**src/rtl/dptr_pkg.sv**
```systemverilog
// Package: shared types for the banked data pointer unit.
// Assumes: a fixed count of two pointer banks chosen by a single select bit.
package dptr_pkg;
    localparam int BANKS = 2;

    // Which register an SFR address targets
    typedef enum logic [1:0] {
        ACC_NONE = 2'd0,
        ACC_LO   = 2'd1,
        ACC_HI   = 2'd2,
        ACC_CTL  = 2'd3
    } sfr_acc_e;
endpackage

```
**src/rtl/dptr_sfr_decode.sv**
```systemverilog
// Module: dptr_sfr_decode
// Maps an SFR address onto the register it targets (pointer low byte,
// pointer high byte, control register, or nothing).
// Assumes: the three addresses are distinct.
module dptr_sfr_decode #(
    parameter int              ADDR_W   = 8,
    parameter logic [ADDR_W-1:0] ADDR_LO  = 8'h82,
    parameter logic [ADDR_W-1:0] ADDR_HI  = 8'h83,
    parameter logic [ADDR_W-1:0] ADDR_CTL = 8'hA2
) (
    input  logic [ADDR_W-1:0]  addr,
    output dptr_pkg::sfr_acc_e acc
);
    // Address compare
    always_comb begin
        if (addr == ADDR_LO)       acc = dptr_pkg::ACC_LO;
        else if (addr == ADDR_HI)  acc = dptr_pkg::ACC_HI;
        else if (addr == ADDR_CTL) acc = dptr_pkg::ACC_CTL;
        else                       acc = dptr_pkg::ACC_NONE;
    end
endmodule

```
**src/rtl/dptr_ctl.sv**
```systemverilog
// Module: dptr_ctl
// Holds the stored bits of the auxiliary control register: the bank
// select bit and the software flag. Every other bit is not stored.
// Assumes: the caller asserts wr only for a write to the control address.
module dptr_ctl (
    input  logic clk,
    input  logic rst_n,
    input  logic wr,
    input  logic wr_sel,
    input  logic wr_flag,
    output logic sel_q,
    output logic flag_q
);
    // Register update on a control write
    always_ff @(posedge clk) begin
        if (!rst_n) begin
            sel_q  <= 1'b0;
            flag_q <= 1'b0;
        end else if (wr) begin
            sel_q  <= wr_sel;
            flag_q <= wr_flag;
        end
    end

    AST_SEL_FOLLOWS_WRITE: assert property (@(posedge clk) disable iff (!rst_n)
        wr |=> sel_q == $past(wr_sel));
    AST_SEL_HOLD: assert property (@(posedge clk) disable iff (!rst_n)
        !wr |=> $stable(sel_q));
    AST_FLAG_HOLD: assert property (@(posedge clk) disable iff (!rst_n)
        !wr |=> $stable(flag_q));
endmodule

```
**src/rtl/dptr_reg.sv**
```systemverilog
// Module: dptr_reg
// One data pointer bank. When enabled it takes, in order of priority,
// a full load, an increment, or a low or high byte write.
// When not enabled it holds its value.
// Assumes: PTR_W is larger than DATA_W and at most twice DATA_W.
module dptr_reg #(
    parameter int DATA_W = 8,
    parameter int PTR_W  = 16
) (
    input  logic              clk,
    input  logic              rst_n,
    input  logic              en,
    input  logic              we_lo,
    input  logic              we_hi,
    input  logic [DATA_W-1:0] wdata,
    input  logic              inc,
    input  logic              load,
    input  logic [PTR_W-1:0]  load_val,
    output logic [PTR_W-1:0]  q
);
    localparam int HI_W = PTR_W - DATA_W;

    // Pointer update with priority load > increment > byte write
    always_ff @(posedge clk) begin
        if (!rst_n) begin
            q <= '0;
        end else if (en) begin
            if (load)       q <= load_val;
            else if (inc)   q <= q + PTR_W'(1);
            else if (we_lo) q[DATA_W-1:0] <= wdata;
            else if (we_hi) q[PTR_W-1:DATA_W] <= wdata[HI_W-1:0];
        end
    end

    AST_LOAD_TAKES: assert property (@(posedge clk) disable iff (!rst_n)
        en && load |=> q == $past(load_val));
    AST_INC_STEP: assert property (@(posedge clk) disable iff (!rst_n)
        en && inc && !load |=> q == $past(q) + PTR_W'(1));
    AST_IDLE_HOLD: assert property (@(posedge clk) disable iff (!rst_n)
        !en |=> $stable(q));
endmodule

```
**src/rtl/dptr_unit.sv**
```systemverilog
// Module: dptr_unit (top)
// Two banked data pointers behind one pair of SFR byte addresses, with the
// bank chosen by the select bit of an auxiliary control register. Drives
// the active pointer to the core and serves combinational SFR reads.
// Assumes: SFR writes and core strobes are single-cycle pulses, and the
// core never needs the inactive pointer.
module dptr_unit #(
    parameter int                DATA_W   = 8,
    parameter int                PTR_W    = 16,
    parameter int                ADDR_W   = 8,
    parameter logic [ADDR_W-1:0] ADDR_LO  = 8'h82,
    parameter logic [ADDR_W-1:0] ADDR_HI  = 8'h83,
    parameter logic [ADDR_W-1:0] ADDR_CTL = 8'hA2,
    parameter int                SEL_BIT  = 0,
    parameter int                ZERO_BIT = 2,
    parameter int                FLAG_BIT = 3
) (
    input  logic              clk,
    input  logic              rst_n,
    input  logic [ADDR_W-1:0] sfr_addr,
    input  logic [DATA_W-1:0] sfr_wdata,
    input  logic              sfr_we,
    output logic [DATA_W-1:0] sfr_rdata,
    input  logic              ptr_inc,
    input  logic              ptr_load,
    input  logic [PTR_W-1:0]  ptr_load_val,
    output logic [PTR_W-1:0]  ptr_out,
    output logic              bank_sel
);
    localparam int BANKS = dptr_pkg::BANKS;
    localparam int HI_W  = PTR_W - DATA_W;

    dptr_pkg::sfr_acc_e acc;
    logic               ctl_wr;
    logic               flag;
    logic [DATA_W-1:0]  ctl_rd;
    logic [PTR_W-1:0]   bank_q [BANKS];

    dptr_sfr_decode #(
        .ADDR_W  (ADDR_W),
        .ADDR_LO (ADDR_LO),
        .ADDR_HI (ADDR_HI),
        .ADDR_CTL(ADDR_CTL)
    ) u_decode (
        .addr(sfr_addr),
        .acc (acc)
    );

    assign ctl_wr = sfr_we && (acc == dptr_pkg::ACC_CTL);

    dptr_ctl u_ctl (
        .clk    (clk),
        .rst_n  (rst_n),
        .wr     (ctl_wr),
        .wr_sel (sfr_wdata[SEL_BIT]),
        .wr_flag(sfr_wdata[FLAG_BIT]),
        .sel_q  (bank_sel),
        .flag_q (flag)
    );

    // One pointer register per bank, enabled when the select matches
    for (genvar b = 0; b < BANKS; b++) begin : g_bank
        dptr_reg #(
            .DATA_W(DATA_W),
            .PTR_W (PTR_W)
        ) u_bank (
            .clk     (clk),
            .rst_n   (rst_n),
            .en      (bank_sel == 1'(b)),
            .we_lo   (sfr_we && (acc == dptr_pkg::ACC_LO)),
            .we_hi   (sfr_we && (acc == dptr_pkg::ACC_HI)),
            .wdata   (sfr_wdata),
            .inc     (ptr_inc),
            .load    (ptr_load),
            .load_val(ptr_load_val),
            .q       (bank_q[b])
        );
    end

    assign ptr_out = bank_q[bank_sel];

    // Control register read image; unstored bits read 0
    always_comb begin
        ctl_rd           = '0;
        ctl_rd[SEL_BIT]  = bank_sel;
        ctl_rd[FLAG_BIT] = flag;
    end

    // SFR read mux
    always_comb begin
        case (acc)
            dptr_pkg::ACC_LO:  sfr_rdata = ptr_out[DATA_W-1:0];
            dptr_pkg::ACC_HI:  sfr_rdata = DATA_W'(ptr_out[PTR_W-1:DATA_W]);
            dptr_pkg::ACC_CTL: sfr_rdata = ctl_rd;
            default:           sfr_rdata = '0;
        endcase
    end

    AST_CTL_ZERO_BIT: assert property (@(posedge clk) disable iff (!rst_n)
        (sfr_addr == ADDR_CTL) |-> sfr_rdata[ZERO_BIT] == 1'b0);
    AST_UNMAPPED_READ_ZERO: assert property (@(posedge clk) disable iff (!rst_n)
        (sfr_addr != ADDR_LO && sfr_addr != ADDR_HI && sfr_addr != ADDR_CTL)
        |-> sfr_rdata == '0);
    AST_SWITCH_OLD_SEL: assert property (@(posedge clk) disable iff (!rst_n)
        ctl_wr && ptr_load |=> bank_q[$past(bank_sel)] == $past(ptr_load_val));
endmodule

```
**config.mk**
```make
export PLATFORM = sky130hd
export DESIGN_NAME = dptr_unit
export DESIGN_NICKNAME = d
export VERILOG_FILES = /design/src/rtl/dptr_pkg.sv /design/src/rtl/dptr_sfr_decode.sv /design/src/rtl/dptr_ctl.sv /design/src/rtl/dptr_reg.sv /design/src/rtl/dptr_unit.sv
export SDC_FILE = /design/constraint.sdc
export NUM_CORES = 1
export LEC_CHECK = 0
export BUFFER_PORTS_ARGS = -buffer_cell sky130_fd_sc_hd__buf_2
export CELL_PAD_IN_SITES_DETAIL_PLACEMENT = 0
export CELL_PAD_IN_SITES_GLOBAL_PLACEMENT = 1
export CORE_MARGIN = 1.5
export CORE_UTILIZATION = 39
export DETAILED_ROUTE_END_ITERATION = 12
export MAX_ROUTING_LAYER = met4
export PLACE_DENSITY_LB_ADDON = 0.1
export SLEW_MARGIN = 20
export SYNTH_ARGS = -nofsm -noshare
export SYNTH_HDL_FRONTEND = slang
export SYNTH_SLANG_ARGS = --single-unit
```
**constraint.sdc**
```tcl
create_clock -name clk -period 2.3 [get_ports clk]
set_clock_uncertainty 0.1 [all_clocks]
set_input_delay 0.23 -clock clk [delete_from_list [all_inputs] [get_ports clk]]
set_output_delay 0.23 -clock clk [all_outputs]
set_load 0.03 [all_outputs]
```
==> results.md <==
- Slew margin rel.: 41.6%
- Global Route Usage Sum: 27.6%
- Slowest stage delay, CP: 0.58 ns
- Post-layout instance area: 3190 sq um
- Max Slew Vio Count: 0
- Area leader, netlist: dfxtp_1
- Setup TNS: 0 ns
- HPWL after DPL: 7080 um
- Area share of the largest cell type after synthesis: 25.2%
- Die Span Y: 86.2 um
- Critical path class: reg2reg
- Commonest non-fill, non-tap cell in the layout: buf_2
- TritonCTS sink count: 34
- Post-Place Cells: just under 500
- Core area: 6760 sq um
- Largest delay share family, worst path: simple AND/OR/NAND/NOR gates
- Measured slew at the worst slew-check pin: 0.867 ns
- P&R area growth vs syn: 18.4%
- Sequential element share of the synthesized area: 25.2%
- Element type at the critical path end: flop
- Nets: 453
- Overflow after GRT: 0
- WL per Instance: 19.4 um
- Crit path depth: 6
- Synth Net Count: 399
- Worst setup path endpoint: g_bank[0].u_bank.q[10]$_SDFFE_PN0P_
- RSZ-0062 raised after global routing: false
- Vias in the first global route: 2736
- Cts bufs inserted: 5
- Seq. cell area: 684 sq um
- R2R Setup Slk: ~0.17 ns
- Outcome: complete, no violations
- Slowest cell on crit path: or4_1
- Clock share of power: between 30 and 40%
- Fin. Hold Viols: 0
- Most frequent cells in the layout: 61 x buf_2, 41 x a21oi_1, 36 x nand2_1, 33 x nor2_1, 33 x dfxtp_1
- Worst path most repeated cell: a21oi_1
- Internal power contribution: around 1.1 mW
- Main synth FF type: dfxtp_1
- Number of flops mapped to enable cells by yosys: 0
- Maximum vdd drop: 0.187 mV
- Final worst path period need: 2.13 ns
- Worst-Skew Late Latency: roughly 0.30 ns
- Final ANT Viol Nets: 0
- Pin count of the biggest net entering global routing: 29
- Critical Path Start: g_bank[0].u_bank.q[1]$_SDFFE_PN0P_
- H-tree levels: 2
- Initial Utilization: about two fifths
- Final hold slack: ~0.09 ns
- Die W: 86.2 um
- Crit path cell chain: ha_1 > nand4_1 > or4_1 > a31oi_1 > a21oi_1 > a21oi_1
- Synth Warn #: 0
- Cell count after synthesis: between 300 and 400
- Sw frac: 32.9%
- Worst-path maximum fanout: 6
- CP Buf/Inv Count: 0
- Period utilization: 92.4%
- CTS tree: yes
- Fillers: 713
- R2R depth: 6
- Total power: between 1.5 and 2 mW
- Antenna violations before repair: 0
- Synth top area cells: dfxtp_1 25%, a21oi_1 7.6%, mux2_2 6.3%, nand2_1 5.0%, nor2_1 4.7%
- Syn avg cell area: 7.50 sq um
- Netlist cell types: 65
- Post-synth ARST share: 0%
- Hold Crit Class: in2reg
- Initial DRT Pass Iterations: 4
- Max Cap Viol: 0
- Post-CTS Hold Buffers: 0
- Clk pin slew, worst setup/hold paths: roughly 0.08 ns
- DRC errors left: 0
- Clock Tree Buf Depth: 2
- WL final: 9580 um
- Yosys reg bits: 34
- Gate power share: 23.4%
- Port Buf Inserts: around 60
- Worst reg2reg path endpoint: g_bank[0].u_bank.q[10]$_SDFFE_PN0P_
- Startpoint Class: flop
- Final setup violation count: 0
- Placed inst area: 3080 sq um
- Rows: 30
- Layout cells sized above 1: 27.5%
- Die area: 7430 sq um
- CTS Root Cell: clkbuf_8
- Io pins: 62
- Multi-input logic area: 1910 sq um
- Static Leak: approximately 1.3 nW
- Number of diodes: 0
- Dpl ws: between 0.15 and 0.2 ns
- DR vias: between 3000 and 4000
- Crit path arrival time: 2.26 ns
- Placer Congestion: 0.863
- Flop pwr share: 41.2%
- Synth Cell Area: 2700 sq um
- Vias per Instance: 6.07
- Worst setup margin: 0.175 ns
- Sw power: 0.515 mW
- DR iter-0 viols: 185
- Start of the worst register-to-register path: g_bank[0].u_bank.q[1]$_SDFFE_PN0P_
- Max Fclk: 0.471 GHz
- First-pass GRT wire length: 15100 um
- Final Util: a little under half
- Cell area power density: 490 nW/um^2
- CP Data Required Time: roughly 2.4 ns
- Final non-filler cell total: 495
==> how the worst min path moves through the flow <==
stage	start	endpoint	slack [ns]	depth (start not counted)
floorplan	sfr_wdata[3]	u_ctl.flag_q$_SDFFE_PN0P_	0.27	2
global placement	g_bank[0].u_bank.q[15]$_SDFFE_PN0P_	g_bank[0].u_bank.q[15]$_SDFFE_PN0P_	0.37	2
detailed placement	g_bank[0].u_bank.q[15]$_SDFFE_PN0P_	g_bank[0].u_bank.q[15]$_SDFFE_PN0P_	0.38	2
CTS	sfr_wdata[3]	u_ctl.flag_q$_SDFFE_PN0P_	0.09	3
global route	sfr_wdata[3]	u_ctl.flag_q$_SDFFE_PN0P_	0.11	3
finish	sfr_wdata[3]	u_ctl.flag_q$_SDFFE_PN0P_	0.09	3
==> cell type report <==
cell class | count | share of cell area, %
Sequential cell | 34 | 21.4
Inverter | 7 | 0.823
Timing Repair Buffer | 69 | 11.4
Clock buffer | 8 | 3.45
Multi-Input combinational cell | 297 | 59.7
Tap cell | 80 | 3.13
==> sequential cells by signal, indices dropped and copies added (netlist names) <==
signal           flops
g_bank.u_bank.q     32
u_ctl.flag_q         1
u_ctl.sel_q          1
==> Yosys cell counts (all sizes together) (4+ instances only) <==
master / number
a21oi: 41
nand2: 37
nor2: 35
dfxtp: 34
o21ai: 23
mux2: 15
nand3: 15
buf: 14
nand4: 13
a31oi: 8
clkbuf: 8
inv: 7
nor3: 7
a22oi: 5
and2: 5
o22ai: 5
o31a: 5
o31ai: 5
or3: 5
xor2: 5
a211oi: 4
mux2i: 4
nand2b: 4
nor2b: 4
o21a: 4
xnor2: 4
==> routing by layer <==
metal  vias up  routed length (um)  global-route usage, %  share of wire, %
met3        10                 372                   3.81               3.9
met4         0                 125                   7.04               1.3
met1      1468                4780                   39.6                50
met2        73                4310                   40.7                45
li1       1456                   -                      -                 -
met5         -                   0                      -                 0
==> worst register-to-register path, stage by stage, from the launching register on <==
cell and delay [ns]:
dfxtp_1 0.43, ha_1 0.27, nand4_1 0.29, or4_1 0.58
a31oi_1 0.19, a21oi_1 0.06, a21oi_1 0.14
==> timing repair <==
| action | CTS | global route |
|---|---|---|
| setup endpoints to repair | 1 | 1 |
| resized for setup | 1 | 1 |
| pin swaps | 0 | 0 |
| buffers inserted | 0 | 0 |
==> power groups by stage <==
stage | clock, mW | sequential, mW | combinational [mW]
finish | 0.554 | 0.646 | 0.366
global route | 0.579 | 0.651 | 0.397
CTS | 0.555 | 0.646 | 0.363
detailed placement | 0 | 0.660 | 0.362
global placement | 0 | 0.660 | 0.362
floorplan | 0 | 0.647 | 0.251
==> kinds of logic (layout without fill, tap and decap cells) <==
family	Yosys count	in the layout	synth area share, %
flops	34	34	25.2
fa+ha+maj	2	2	0.927
mux	19	19	7.74
buf+inv	29	84	5.29
compound gates	125	125	30.7
xor+xnor	9	9	2.92
simple gates	142	142	27.2
Power figures use the tool's default switching activity.
